File: config.mk
export PLATFORM = sky130hd
export DESIGN_NAME = xpt_ctrl
export DESIGN_NICKNAME = d
export VERILOG_FILES = /design/src/rtl/xpt_pkg.sv /design/src/rtl/xpt_sel_decode.sv /design/src/rtl/xpt_src_track.sv /design/src/rtl/xpt_drv_gen.sv /design/src/rtl/xpt_ctrl.sv
export SDC_FILE = /design/constraint.sdc
export NUM_CORES = 1
export LEC_CHECK = 0
export BUFFER_PORTS_ARGS = -buffer_cell sky130_fd_sc_hd__clkbuf_2
export CAP_MARGIN = 20
export CORE_MARGIN = 1
export CORE_UTILIZATION = 42
export DETAILED_ROUTE_END_ITERATION = 8
export PLACE_DENSITY = 0.73
export SLEW_MARGIN = 20
export SYNTH_ARGS = -nofsm -noshare
export SYNTH_HDL_FRONTEND = slang
export SYNTH_SLANG_ARGS = --single-unit
File: constraint.sdc
create_clock -name clk -period 3.79 [get_ports clk]
set_input_delay 0.379 -clock clk [delete_from_list [all_inputs] [get_ports clk]]
set_output_delay 0.379 -clock clk [all_outputs]
set_load 0.05 [all_outputs]
File: src/rtl/xpt_pkg.sv
package xpt_pkg;
    typedef enum logic [1:0] {
        ON_NONE   = 2'd0,
        ON_ACCEPT = 2'd1,
        ON_REJECT = 2'd2,
        ON_DROP   = 2'd3
    } on_res_e;
endpackage

File: src/rtl/xpt_sel_decode.sv
module xpt_sel_decode #(
    parameter int NUM_CH  = 4,
    parameter int NUM_BRD = 4,
    parameter int LPB     = 8,
    localparam int CW     = $clog2(NUM_CH),
    localparam int BW     = $clog2(NUM_BRD),
    localparam int PW     = $clog2(LPB),
    localparam int LW     = BW + PW,
    localparam int WW     = CW + BW + PW
) (
    input  logic [WW-1:0]      sel_word_i,
    output logic [CW-1:0]      ch_idx_o,
    output logic [LW-1:0]      line_idx_o,
    output logic [NUM_CH-1:0]  ch_oh_o,
    output logic [NUM_BRD-1:0] brd_oh_o,
    output logic [LPB-1:0]     lin_oh_o
);
    logic [BW-1:0] brd;
    logic [PW-1:0] pos;

    always_comb begin
        ch_idx_o   = sel_word_i[WW-1 -: CW];
        brd        = sel_word_i[PW +: BW];
        pos        = sel_word_i[0 +: PW];
        line_idx_o = {brd, pos};
        ch_oh_o    = {{(NUM_CH-1){1'b0}}, 1'b1} << ch_idx_o;
        brd_oh_o   = {{(NUM_BRD-1){1'b0}}, 1'b1} << brd;
        lin_oh_o   = {{(LPB-1){1'b0}}, 1'b1} << pos;
    end
endmodule

File: src/rtl/xpt_src_track.sv
module xpt_src_track #(
    parameter int NUM_LINES = 32,
    localparam int LW       = $clog2(NUM_LINES)
) (
    input  logic                 clk,
    input  logic                 rst_n,
    input  logic [NUM_LINES-1:0] conn_i,
    input  logic [NUM_LINES-1:0] cd_i,
    input  logic                 off_i,
    output logic                 valid_o,
    output logic [LW-1:0]        line_o
);
    typedef struct packed {
        logic          valid;
        logic [LW-1:0] line;
    } trk_t;

    trk_t trk_d, trk_q;
    logic [NUM_LINES-1:0] cand;
    logic [LW-1:0]        pick;

    always_comb begin
        cand = conn_i & cd_i;
        pick = '0;
        for (int i = NUM_LINES - 1; i >= 0; i--) begin
            if (cand[i]) pick = LW'(i);
        end
        trk_d = trk_q;
        if (off_i) begin
            trk_d.valid = 1'b0;
        end else if (trk_q.valid) begin
            if (!(cd_i[trk_q.line] && conn_i[trk_q.line])) trk_d.valid = 1'b0;
        end else if (|cand) begin
            trk_d.valid = 1'b1;
            trk_d.line  = pick;
        end
    end

    always_ff @(posedge clk) begin
        if (!rst_n) trk_q <= '0;
        else        trk_q <= trk_d;
    end

    assign valid_o = trk_q.valid;
    assign line_o  = trk_q.line;
endmodule

File: src/rtl/xpt_drv_gen.sv
module xpt_drv_gen #(
    parameter int NUM_CH    = 4,
    parameter int NUM_LINES = 32,
    localparam int LW       = $clog2(NUM_LINES)
) (
    input  logic [NUM_CH*NUM_LINES-1:0] conn_i,
    input  logic [NUM_CH-1:0]           rts_i,
    input  logic [NUM_CH-1:0]           src_valid_i,
    input  logic [NUM_CH*LW-1:0]        src_line_i,
    output logic [NUM_LINES-1:0]        drv_en_o
);
    always_comb begin
        drv_en_o = '0;
        for (int c = 0; c < NUM_CH; c++) begin
            for (int i = 0; i < NUM_LINES; i++) begin
                if (conn_i[c*NUM_LINES + i] && rts_i[c] &&
                    !(src_valid_i[c] && (src_line_i[c*LW +: LW] == LW'(i))))
                    drv_en_o[i] = 1'b1;
            end
        end
    end
endmodule

File: src/rtl/xpt_ctrl.sv
module xpt_ctrl #(
    parameter int NUM_CH   = 4,
    parameter int NUM_BRD  = 4,
    parameter int LPB      = 8,
    localparam int NUM_LINES = NUM_BRD * LPB,
    localparam int CW      = $clog2(NUM_CH),
    localparam int LW      = $clog2(NUM_LINES),
    localparam int WW      = CW + LW
) (
    input  logic                        clk,
    input  logic                        rst_n,
    input  logic                        sel_on_i,
    input  logic [WW-1:0]               sel_word_i,
    input  logic [NUM_CH-1:0]           ch_off_i,
    input  logic [NUM_CH-1:0]           rts_i,
    input  logic [NUM_LINES-1:0]        cd_i,
    output logic [NUM_CH*NUM_LINES-1:0] conn_o,
    output logic                        err_o,
    output logic [NUM_BRD-1:0]          brd_en_o,
    output logic [LPB-1:0]              lin_en_o,
    output logic [NUM_CH-1:0]           ch_sel_o,
    output logic [NUM_LINES-1:0]        drv_en_o,
    output logic [NUM_CH-1:0]           src_valid_o,
    output logic [NUM_CH*LW-1:0]        src_line_o
);
    import xpt_pkg::*;

    typedef struct packed {
        logic [NUM_CH-1:0][NUM_LINES-1:0] conn;
        logic                             err;
        logic [NUM_BRD-1:0]               brd_en;
        logic [LPB-1:0]                   lin_en;
        logic [NUM_CH-1:0]                ch_sel;
    } st_t;

    st_t st_d, st_q;

    logic [CW-1:0]      dec_ch;
    logic [LW-1:0]      dec_line;
    logic [NUM_CH-1:0]  dec_ch_oh;
    logic [NUM_BRD-1:0] dec_brd_oh;
    logic [LPB-1:0]     dec_lin_oh;
    logic               owned_other;
    on_res_e            on_res;

    xpt_sel_decode #(.NUM_CH(NUM_CH), .NUM_BRD(NUM_BRD), .LPB(LPB)) u_dec (
        .sel_word_i (sel_word_i),
        .ch_idx_o   (dec_ch),
        .line_idx_o (dec_line),
        .ch_oh_o    (dec_ch_oh),
        .brd_oh_o   (dec_brd_oh),
        .lin_oh_o   (dec_lin_oh)
    );

    always_comb begin
        owned_other = 1'b0;
        for (int c = 0; c < NUM_CH; c++) begin
            if ((CW'(c) != dec_ch) && st_q.conn[c][dec_line]) owned_other = 1'b1;
        end

        if (!sel_on_i)              on_res = ON_NONE;
        else if (ch_off_i[dec_ch])  on_res = ON_DROP;
        else if (owned_other)       on_res = ON_REJECT;
        else                        on_res = ON_ACCEPT;

        st_d        = st_q;
        st_d.brd_en = '0;
        st_d.lin_en = '0;
        st_d.ch_sel = '0;
        case (on_res)
            ON_ACCEPT: begin
                st_d.conn[dec_ch][dec_line] = 1'b1;
                st_d.brd_en = dec_brd_oh;
                st_d.lin_en = dec_lin_oh;
                st_d.ch_sel = dec_ch_oh;
            end
            ON_REJECT: st_d.err = 1'b1;
            default: ;
        endcase

        for (int c = 0; c < NUM_CH; c++) begin
            if (ch_off_i[c]) st_d.conn[c] = '0;
        end
    end

    always_ff @(posedge clk) begin
        if (!rst_n) st_q <= '0;
        else        st_q <= st_d;
    end

    genvar g;
    generate
        for (g = 0; g < NUM_CH; g++) begin : g_trk
            xpt_src_track #(.NUM_LINES(NUM_LINES)) u_trk (
                .clk     (clk),
                .rst_n   (rst_n),
                .conn_i  (st_q.conn[g]),
                .cd_i    (cd_i),
                .off_i   (ch_off_i[g]),
                .valid_o (src_valid_o[g]),
                .line_o  (src_line_o[g*LW +: LW])
            );
        end
    endgenerate

    xpt_drv_gen #(.NUM_CH(NUM_CH), .NUM_LINES(NUM_LINES)) u_drv (
        .conn_i      (conn_o),
        .rts_i       (rts_i),
        .src_valid_i (src_valid_o),
        .src_line_i  (src_line_o),
        .drv_en_o    (drv_en_o)
    );

    assign conn_o   = st_q.conn;
    assign err_o    = st_q.err;
    assign brd_en_o = st_q.brd_en;
    assign lin_en_o = st_q.lin_en;
    assign ch_sel_o = st_q.ch_sel;
endmodule

* After elaboration in Yosys (flattened, before gate mapping)
Index checks and enable logic that the tools add are counted. W data, S select, Z words.
Word-level totals: input bits 50, output and inout port bits 201, bits in registers 169, logic and storage cells 1015
Operators by class: mux-type cells 305, reductions and logical operators 540, bitwise gates (word level) 14, shift-type cells 3, equal/unequal tests 129, order comparisons 8
Operators by type and width (count):
- $mux W5 | 128
- $logic_and A1 B1 Y1 | 394
- $eq A5 B5 Y1 const B | 64
- $eq A5 B4 Y1 const B | 32
- $mux W1 | 154
- $and A32 B32 Y32 | 4
- $logic_not A1 Y1 | 128
- $or A128 B128 Y128 | 1
- $reduce_or A32 Y1 | 4
- $eq A5 B3 Y1 const B | 16
- $demux W32 S2 | 1
- $bmux W1 S5 | 12
- $eq A5 B2 Y1 const B | 8
- $mux W32 | 1
- $lt A5 B6 Y1 const B | 5
- $mux W6 | 4
- $eq A5 B1 Y1 const B | 4
- $logic_not A5 Y1 | 4
- $reduce_and A3 Y1 | 4
- $not A1 Y1 | 9
- $reduce_or A2 Y1 | 4
- $shl A1 B2 Y4 const A | 2
- $shl A1 B3 Y8 const A | 1
- $mux W2 | 3
- 11 further kinds | 12

* Longest topological paths before layout
Gate-level depths: netlist of run 1.
word-level depth 35, mapped depth 12

* By module
A second synthesis of run 1 with hierarchy kept.
Second synthesis, totals: cells, all modules 1682, area total of the unflattened synthesis 13200.2 sq um
Modules (own cells, without submodules):
- xpt_ctrl | cells an instance 719, seq. area each 2902.8 sq um, area each 6526.3 sq um, times used 1
- xpt_src_track | cells an instance 152, seq. area each 120.1 sq um, area each 1142.3 sq um, times used 4
- xpt_drv_gen | cells an instance 332, seq. area each 0.0 sq um, area each 1941.9 sq um, times used 1
- xpt_sel_decode | cells an instance 23, seq. area each 0.0 sq um, area each 162.7 sq um, times used 1

* Worst setup path before layout of run 1
Ideal clock, no wire load.
kind reg2out, start point register g_trk[0].u_trk.trk_q, in the netlist g_trk[0].u_trk.line_o[1], end point output drv_en_o[18], setup slack 916 ps, arrival time 2495 ps, data required time 3411 ps, stages on the path, launching flop included 8, buffers on the path 3, path through dfxtp_1 > clkbuf_1 > clkbuf_1 > nor2b_1 > clkbuf_1 > nand3_1 > o311ai_0 > nand3_1
On the way: word-level cells in the longest chain between the ends 8
RTL lines:
- start: declaration | RTL line xpt_src_track.sv:18 | trk_t trk_d, trk_q;
- start signal: assignment | RTL line xpt_src_track.sv:41 | else trk_q <= trk_d;
- $eq A5 B5 Y1 | RTL line xpt_drv_gen.sv:17 | !(src_valid_i[c] && (src_line_i[c*LW +: LW] == LW'(i))))
- $logic_and A1 B1 Y1 | RTL line xpt_drv_gen.sv:17
- $logic_not A1 Y1 | RTL line xpt_drv_gen.sv:17
- $logic_and A1 B1 Y1 | RTL line xpt_drv_gen.sv:16 | if (conn_i[c*NUM_LINES + i] && rts_i[c] &&
- $mux W1 (4 in a row) | RTL line xpt_drv_gen.sv:16
- end: declaration | RTL line xpt_ctrl.sv:22 | output logic [NUM_LINES-1:0] drv_en_o,
Every way passes these cells.

* Worst setup path after layout of run 1
start point register g_trk[3].u_trk.trk_q, in the netlist g_trk[3].u_trk.line_o[3], end point output drv_en_o[11]
On the way: word-level cells in the longest chain between the ends 5
RTL lines (RTL line):
- start: declaration | xpt_src_track.sv:18
- start signal: assignment | xpt_src_track.sv:41
- $eq A5 B4 Y1 | xpt_drv_gen.sv:17
- $logic_and A1 B1 Y1 | xpt_drv_gen.sv:17
- $logic_not A1 Y1 | xpt_drv_gen.sv:17
- $logic_and A1 B1 Y1 | xpt_drv_gen.sv:16
- $mux W1 | xpt_drv_gen.sv:16
Every way passes these cells.

==> impl_metrics.py, run 1 <==
metrics = {
    "worst_setup_path": {
        "cp_top_family": "simple AND/OR/NAND/NOR gates",
        "crit_buf_inv": 1,
        "crit_slowest_cell": "dfxtp_1",
        "crit_type": "flip-flop to output pin",
        "cp_data_arrival_time_ns": 2.82,
        "cp_cell_sequence": "nand2_1 -> nor3_1 -> nand2_1 -> a31oi_1 -> nand3_1 -> clkbuf_2",
        "reg2reg_to": "conn_o[60]$_SDFFE_PP0N_",
        "r2r-start": "conn_o[49]$_SDFFE_PP0N_",
        "timing.critical_path.mode_cell": "nand2_1",
        "r2r_cells": 8,
        "cp-startpoint": "g_trk[3].u_trk.line_o[3]$_SDFFE_PN0P_",
        "crit_path_end": "drv_en_o[11]",
        "r2r_setup_slack_ns": 0.95,
        "worst-path-stages": 6,
        "cp_max_fo": 19,
        "crit_path_max_incr_delay_ns": 0.80,
        "cp_data_required_time_ns": 3.41,
        "cp-end-kind": "output pin",
        "startpoint_type": "flip-flop",
    },
    "routing": {
        "wl_per_cell_um": 29.6,
        "via_count": 15800,
        "drtIter0Drc": 2678,
        "totalWireLength_mm": 69.1,
        "drc": 0,
        "viasPerCell": 6.77,
        "firstDrtPassIters": 6,
        "drt.antenna.violating_nets": 0,
    },
    "power_and_ir_drop": {
        "powerDensity_nw_per_um2": 278,
        "leakage_uw": 0.00555,
        "peakVddDrop_mv": 0.213,
        "finalPower_uw": 3990,
    },
    "die": {
        "initial_core_util": 0.433,
        "core_area_um2": 28100,
        "die_x_um": 172,
        "ios": 251,
        "row_count": 61,
        "die_area_um2": 29600,
        "die_y_um": 172,
    },
    "finish": {
        "fin_area_um2": 14400,
        "drive_above_1_share": 0.206,
        "area_growth_pct": 18.2,
        "fin_nets": 1990,
    },
    "clocking": {
        "cts-root-buf": "clkbuf_16",
        "cts_tree": "done",
        "ctsLongestPathBuffers": 2,
        "clock_latency_ns": 0.44,
        "cts_setup_buffers": 0,
        "numCtsBuffers": 17,
        "htreeDepth": 4,
        "cts.sinks": 169,
        "clk_pin_slew_ns": 0.07,
        "post_cts_resized": 0,
        "cts_hold_buf": 0,
    },
    "place": {
        "hpwlAfterDp_mm": 51.5,
        "dp_slack_ns": 0.411,
        "placed_area_um2": 13800,
        "place_congestion": 1.08,
        "numPortBuffers": 250,
    },
    "global_routing": {
        "grt.total_usage": 0.462,
        "antenna_found_initial": 2,
        "gr-max-usage-layer": "met2",
        "grt_pass1_wl_mm": 96.9,
        "grt_pass1_vias": 14200,
        "grt_use_met2": 0.656,
        "grt_util_met1": 0.611,
        "met3_usage": 0.155,
        "grt_start_max_net_pins": 62,
        "overflow": 0,
    },
    "timing": {
        "setup_violations": 0,
        "finalHoldViolCount": 0,
        "tightest_slew_ns": 0.890,
        "period_needed_ns": 3.20,
        "fin_skew_ns": 0.0191,
        "maxSlewViolCount": 0,
        "fmax_mhz": 313,
        "rsz0062_at_grt": "no",
        "setup_slack_ns": 0.595,
        "relSlewSlack": 0.405,
        "post-route-period-util": 0.843,
        "setup_tns_ns": 0,
    },
    "min_path": {
        "hold_path_class": "primary input to flip-flop",
        "min_from": "sel_word_i[5]",
    },
    "synthesis": {
        "ys_async_sr_fraction": 0,
        "synth_fp_nets": 1797,
        "synth-seq-cells": 169,
        "synth_top_cell_area_share": 0.278,
        "syn_inst": 1747,
        "ys_warn_count": 0,
        "synth_area_um2": 12200,
        "ys.flop_type": "dfxtp_1",
        "synth_edf_count": 0,
        "netlist_top_cells_area": "dfxtp_1, nand2_1, nand3_1, mux4_2, o21ai_0",
        "yosysSeqAreaShare": 0.278,
        "synthDistinctLibCells": 60,
        "avgSynthCellArea_um2": 6.96,
        "yosysTopAreaCell": "dfxtp_1",
    },
    "run_status": {
        "status": "finished clean",
    },
    "job": {
        "cap_violations": 0,
    },
}
## routing by layer
metal / vias up / routed length, um
met4: 0 / 4550
met3: 270 / 10500
met5: - / 0
li1: 6738 / -
met1: 7406 / 26200
met2: 1367 / 27900
## how the worst min path moves through the flow
stage                                                   end  slack (ns)  cells after the start
after floorplan           g_trk[2].u_trk.valid_o$_SDFF_PP0_        0.48                      1
after global placement    g_trk[2].u_trk.valid_o$_SDFF_PP0_        0.55                      1
after detailed placement            conn_o[21]$_SDFFE_PP0N_        0.56                      2
after CTS                            ch_sel_o[2]$_SDFF_PN0_        0.33                      2
after global routing                 ch_sel_o[1]$_SDFF_PP0_        0.36                      2
final                                ch_sel_o[2]$_SDFF_PN0_        0.35                      2
## layout by cell type, fill, tap and decap left out, types with 43 or more instances in the layout
cell,Yosys,layout
a21oi_1,55,55
a31oi_1,43,43
buf_4,5,59
clkbuf_2,0,249
dfxtp_1,169,169
mux2i_1,60,60
nand2_1,504,504
nand3_1,171,171
nor2_1,74,73
o21ai_0,128,128
## kinds of logic after synthesis
logic type	after synthesis	share of synthesized area
DFF	169	0.278
muxes	93	0.108
AOI/OAI and AO/OA	434	0.226
and+or+nand+nor	909	0.338
buffers and inverters	142	0.0505
## sequential cells by signal, indices dropped and copies added, names as in the netlist
| name | cells |
|---|---|
| ch_sel_o | 4 |
| err_o | 1 |
| lin_en_o | 8 |
| g_trk.u_trk.valid_o | 4 |
| conn_o | 128 |
| brd_en_o | 4 |
| g_trk.u_trk.line_o | 20 |
## layout make-up
class / instances / area [um2]
Clock inverter: 15 / 173
Antenna cell: 1 / 2.50
Multi-Input combinational cell: 1436 / 8180
Tap cell: 378 / 473
Fill cell: 2931 / 13700
Clock buffer: 17 / 425
Inverter: 7 / 26.3
Sequential cell: 169 / 3380
Timing Repair Buffer: 309 / 1710
## stage by stage
| stage | hold slack, ns | std cells | util |
|---|---|---|---|
| after global placement | 0.552 | 2299 | 0.490 |
| after floorplan | 0.480 | 1747 | - |
| final | 0.353 | 2332 | 0.512 |
| after CTS | 0.332 | 2331 | 0.511 |
| after detailed placement | 0.556 | 2299 | 0.490 |
| after global routing | 0.357 | 2331 | 0.511 |
## cell usage after synthesis (19+ instances only)
library cell  instances
o22ai_1              22
a31oi_1              43
nor2_1               74
o21ai_0             128
clkbuf_1             98
a21oi_1              55
dfxtp_1             169
nor3_1               26
nand3_1             171
o21ai_1              37
o211ai_1             36
nand4_1              37
mux2i_1              60
nand2_1             504
nor2b_1              26
a22oi_1              38
buf_2                19
mux4_2               30
## power breakdown
part / switching [uW] / internal [uW] / leakage [uW]
clock: 893 / 892 / 0.000293
sequential: 9.40 / 1780 / 0.00136
combinational: 331 / 83.9 / 0.00390
total: 1230 / 2750 / 0.00555
(Power assumes the default switching activity.)
==> inputs of run 2 (changes only) <==
Clock period 3.79 ns to 3 ns, I/O delays scaled along.
==> run 2 against run 1 <==
Compared with the run above: cell count increased by 2.1%; global-route usage increased by 0.54 points; sequential cell count unchanged; combinational power increased by 32%; largest cell class unchanged; largest power group unchanged; total power increased by 26%; hold slack got worse by 0.089 ns; critical path depth unchanged; clock skew decreased by 0.0045 ns; clock-buffer cell count unchanged; via count increased by 0.96%.
==> impl_metrics.py, run 2 (synthesis results as in run 1) <==
metrics = {
    "power_and_ir_drop": {
        "powerDensity_nw_per_um2": 341,
        "leakage_uw": 0.00580,
        "p_int_uw": 3530,
        "p_sw_uw": 1480,
        "power.share.sequential": 0.450,
        "peakVddDrop_mv": 0.308,
        "sw_frac_of_total": 0.296,
        "p_clk_frac": 0.441,
        "comb_power_share": 0.109,
    },
    "timing": {
        "setup_violations": 0,
        "tightest_slew_ns": 0.728,
        "period_needed_ns": 2.99,
        "post-route-period-util": 0.996,
        "relSlewSlack": 0.509,
        "fin_skew_ns": 0.0146,
        "rsz0062_at_grt": "no",
        "finalHoldViolCount": 0,
        "setup_slack_ns": 0.0121,
        "setup_tns_ns": 0,
        "fmax_mhz": 335,
        "maxSlewViolCount": 0,
    },
    "routing": {
        "firstDrtPassIters": 6,
        "viasPerCell": 6.69,
        "drc": 0,
        "totalWireLength_mm": 70.1,
        "wl_per_cell_um": 29.4,
        "drtIter0Drc": 2738,
        "drt.antenna.violating_nets": 0,
        "via_count": 15900,
    },
    "die": {
        "row_count": 61,
        "core_area_um2": 28100,
        "initial_core_util": 0.433,
        "ios": 251,
        "die_y_um": 172,
        "die_area_um2": 29600,
        "die_x_um": 172,
    },
    "worst_setup_path": {
        "cp_cell_sequence": "nor2b_1 -> and3_1 -> nand2_1 -> a31oi_1 -> nand3_1 -> clkbuf_2",
        "r2r-start": "conn_o[57]$_SDFFE_PP0N_",
        "r2r_setup_slack_ns": 0.33,
        "startpoint_type": "flip-flop",
        "r2r_cells": 8,
        "cp_data_required_time_ns": 2.70,
        "crit_path_max_incr_delay_ns": 0.47,
        "cp_data_arrival_time_ns": 2.69,
        "crit_slowest_cell": "dfxtp_1",
        "cp-end-kind": "output pin",
        "crit_type": "flip-flop to output pin",
        "reg2reg_to": "conn_o[0]$_SDFFE_PP0N_",
        "cp_max_fo": 13,
    },
    "clocking": {
        "numCtsBuffers": 17,
        "cts.sinks": 169,
        "ctsLongestPathBuffers": 2,
        "htreeDepth": 4,
        "post_cts_resized": 0,
        "clock_latency_ns": 0.44,
        "cts-root-buf": "clkbuf_16",
        "cts_hold_buf": 0,
        "cts_tree": "done",
        "clk_pin_slew_ns": 0.07,
        "cts_setup_buffers": 0,
    },
    "global_routing": {
        "overflow": 0,
        "grt_pass1_wl_mm": 97.9,
        "grt_start_max_net_pins": 50,
        "grt.total_usage": 0.467,
        "grt_pass1_vias": 14500,
        "antenna_found_initial": 1,
    },
    "finish": {
        "post-route-util": 0.524,
        "area_growth_pct": 21.1,
        "fin_nets": 2039,
        "layout_common_cells": "nand2_1, clkbuf_2, nand3_1",
        "mostFrequentLayoutCell": "nand2_1",
        "drive_above_1_share": 0.226,
        "largest_reg_flops": 128,
    },
    "min_path": {
        "whs_path_depth": 2,
        "hold_path_class": "primary input to flip-flop",
        "hold_end": "ch_sel_o[1]$_SDFF_PP0_",
        "min_from": "sel_word_i[6]",
    },
    "run_status": {
        "status": "finished clean",
    },
    "place": {
        "hpwlAfterDp_mm": 53.1,
        "dp_slack_ns": 0.0320,
        "numPortBuffers": 250,
        "place_congestion": 1.11,
    },
    "job": {
        "cap_violations": 0,
    },
}
[run 2: cell types whose count changed in the layout (fill, tap and decap cells not counted)]
cell        delta
buf_4         +48
clkinv_8       -5
clkinv_2       +2
clkinvlp_4     +2
buf_12         +1
bufinv_16      +1
inv_8          -1
nor2b_2        +1
nor2b_4        -1
nor3_1         -1
nor3_2         +1
[run 2: how the worst max path moves through the flow]
stage / end / cells after the start / startpoint
floorplan: drv_en_o[18] / 7 / g_trk[0].u_trk.line_o[1]$_SDFFE_PN0P_
global placement: conn_o[5]$_SDFFE_PP0N_ / 10 / sel_word_i[0]
detailed placement: conn_o[0]$_SDFFE_PP0N_ / 10 / sel_word_i[0]
CTS: drv_en_o[9] / 6 / g_trk[0].u_trk.line_o[2]$_SDFFE_PN0P_
global route: drv_en_o[8] / 6 / g_trk[0].u_trk.line_o[2]$_SDFFE_PN0P_
finish: drv_en_o[9] / 6 / g_trk[0].u_trk.line_o[2]$_SDFFE_PN0P_
[run 2: worst max-delay path, delay by kind of cell, from the launching register on]
family | cells | cell delay [ns]
compound gates | 1 | 0.44
buf+inv | 1 | 0.28
simple gates | 4 | 1.04
flops | 1 | 0.47
[run 2: metal layers]
metal  vias to the layer above  wire length (um)  GRT usage  share of wire
met4                         4              4070      0.247          0.058
met3                       255             10200      0.149           0.15
li1                       6825                 -          -              -
met2                      1343             28800      0.671           0.41
met5                         -                32          0        0.00046
met1                      7505             27000      0.619           0.38
[run 2: metrics by stage]
stage                     area, um2  total power, uW  instances  hold WS, ns
after floorplan               12200             2590       1747        0.480
after global placement        14100             2820       2348        0.496
after detailed placement      14100             2820       2348        0.506
after CTS                     14700             4970       2379        0.264
after global routing          14700             5100       2379        0.274
final                         14700             5010       2380        0.264
[run 2: layout make-up]
type	instances	area, um2
clock buffer	17	425
sequential	169	3380
antenna	1	2.50
multi-input combinational	1436	8180
clock inverter	14	135
fill	2921	13400
inverter	7	26.3
timing repair buffer	358	2090
tap	378	473
[run 2: power by group through the flow]
stage | clock network, uW | logic (uW) | registers, uW
after floorplan | 0 | 262 | 2330
after global placement | 0 | 516 | 2310
after detailed placement | 0 | 516 | 2310
after CTS | 2200 | 517 | 2260
after global routing | 2290 | 551 | 2260
final | 2210 | 546 | 2260
==> inputs of run 3 (changes only) <==
Settings changed: PLACE_DENSITY 0.73 to 0.72.
==> run 3 against run 2 <==
Compared with the run above: hold slack worse by 0.010 ns; maximum frequency shrank 3.1%; sequential cell count is the same; the run now ends with setup timing left; first-iteration DRC count shrank 9.9%; via count grew 1.2%; clock skew increased by 0.0011 ns; total power is 2.0% higher; core utilization rose by 0.43 points; clock-buffer cell count increased by 1.
==> impl_metrics.py, run 3 (synthesis results as in run 1) <==
metrics = {
    "die": {
        "ios": 251,
        "core_area_um2": 28100,
        "die_area_um2": 29600,
        "die_x_um": 172,
        "row_count": 61,
        "initial_core_util": 0.433,
        "die_y_um": 172,
    },
    "routing": {
        "drt.antenna.violating_nets": 0,
        "totalWireLength_mm": 71.3,
        "drc": 0,
        "firstDrtPassIters": 9,
        "via_count": 16100,
        "viasPerCell": 6.75,
        "drtIter0Drc": 2467,
        "wl_per_cell_um": 29.8,
    },
    "min_path": {
        "hold_path_class": "primary input to flip-flop",
        "min_from": "sel_word_i[5]",
    },
    "worst_setup_path": {
        "cp_data_required_time_ns": 2.70,
        "r2r-start": "conn_o[56]$_SDFFE_PP0N_",
        "crit_path_max_incr_delay_ns": 0.66,
        "cp_data_arrival_time_ns": 2.78,
        "cp_max_fo": 11,
        "startpoint_type": "flip-flop",
        "cp-startpoint": "g_trk[0].u_trk.line_o[0]$_SDFFE_PN0P_",
        "crit_type": "flip-flop to output pin",
        "cp_cell_sequence": "nor2b_1 -> buf_4 -> nand3_1 -> o311ai_0 -> buf_4 -> nand3_1 -> clkbuf_2",
        "crit_slowest_cell": "o311ai_0",
        "cp_top_family": "buffers and inverters",
        "cp-end-kind": "output pin",
        "crit_buf_inv": 3,
    },
    "timing": {
        "period_needed_ns": 3.08,
        "setup_violations": 1,
        "maxSlewViolCount": 0,
        "relSlewSlack": 0.417,
        "tightest_slew_ns": 0.864,
        "post-route-period-util": 1.03,
        "finalHoldViolCount": 0,
        "rsz0062_at_grt": "no",
        "fmax_mhz": 324,
        "fin_skew_ns": 0.0157,
        "setup_slack_ns": -0.0823,
    },
    "global_routing": {
        "grt.total_usage": 0.473,
        "met3_usage": 0.165,
        "gr-max-usage-layer": "met2",
        "grt_pass1_vias": 14400,
        "antenna_found_initial": 3,
        "grt_start_max_net_pins": 42,
        "overflow": 0,
        "grt_util_met1": 0.622,
        "grt_pass1_wl_mm": 98.9,
        "grt_use_met2": 0.670,
    },
    "finish": {
        "area_growth_pct": 22.1,
        "post-route-util": 0.528,
        "layout_common_cells": "nand2_1, clkbuf_2, nand3_1",
        "largest_reg_flops": 128,
        "mostFrequentLayoutCell": "nand2_1",
        "layout.area.seq_um2": 3380,
        "drive_above_1_share": 0.229,
        "fin_nets": 2048,
        "fin_area_um2": 14800,
        "multi_input_area_um2": 8170,
        "nFillCells": 2885,
    },
    "clocking": {
        "cts_setup_buffers": 0,
        "cts_tree": "done",
        "numCtsBuffers": 17,
        "cts-root-buf": "clkbuf_16",
        "htreeDepth": 4,
        "cts.sinks": 169,
        "cts_hold_buf": 0,
        "post_cts_resized": 0,
        "ctsLongestPathBuffers": 2,
        "clock_latency_ns": 0.45,
        "clk_pin_slew_ns": 0.08,
    },
    "power_and_ir_drop": {
        "peakVddDrop_mv": 0.353,
        "powerDensity_nw_per_um2": 344,
        "finalPower_uw": 5110,
        "leakage_uw": 0.00586,
    },
    "place": {
        "hpwlAfterDp_mm": 54.5,
        "place_congestion": 1.12,
        "numPortBuffers": 250,
        "placed_area_um2": 14200,
    },
    "run_status": {
        "status": "finished with violations",
        "violations": "setup timing",
    },
    "job": {
        "cap_violations": 0,
    },
}
run 3: cell count changes in the layout (fill, tap and decap cells not counted), moves of 2 or more:
cell	before	now
inv_8	2	5
buf_12	2	4
buf_4	107	114
clkinv_2	3	0
inv_6	5	2
clkinv_8	0	3
run 3: per-layer routing:
layer,vias to the layer above,routed length [um],part of all wire
met1,7653,27400,0.38
met5,-,12,0.00017
li1,6861,-,-
met3,249,10500,0.15
met4,2,4190,0.059
met2,1361,29200,0.41
run 3: worst paths after layout:
| kind | end | slack, ns | depth (start not counted) |
|---|---|---|---|
| max | drv_en_o[17] | -0.08 | 7 |
| min | ch_sel_o[2]$_SDFF_PN0_ | 0.25 | 2 |
| max reg2reg | conn_o[2]$_SDFFE_PP0N_ | 0.34 | 8 |
| min reg2reg | g_trk[3].u_trk.valid_o$_SDFF_PP0_ | 0.58 | 1 |
run 3: area by class of cell:
type                    instances  area share
multi-input cells            1436       0.551
flip-flops and latches        169       0.228
repair buffers                367       0.147
well taps                     378      0.0319
clock buffers                  18      0.0296
clock inverters                14      0.0105
inverters                       7     0.00177
diodes                          1    0.000169
run 3: where the power goes:
part           internal (uW)  total (uW)  switching, uW
Combinational            123         556            433
Sequential              2250        2260           9.42
Clock                   1140        2300           1160
Total                   3510        5110           1600
run 3: worst register-to-register path, delay by kind of cell (launching register included):
family / cells / cell delay [ns]
flops: 1 / 0.52
mux: 1 / 0.23
simple gates: 3 / 0.77
buf+inv: 1 / 0.30
compound gates: 3 / 0.75
run 3: per-stage QoR:
step / worst slack (ns) / TNS [ns] / instances / hold slack [ns]
after floorplan: 0.205 / 0 / 1747 / 0.480
after global placement: 0.103 / 0 / 2357 / 0.527
after detailed placement: 0.0624 / 0 / 2357 / 0.544
after CTS: 0.0939 / 0 / 2389 / 0.244
after global routing: 0.00456 / 0 / 2390 / 0.268
final: -0.0823 / -0.0823 / 2390 / 0.254
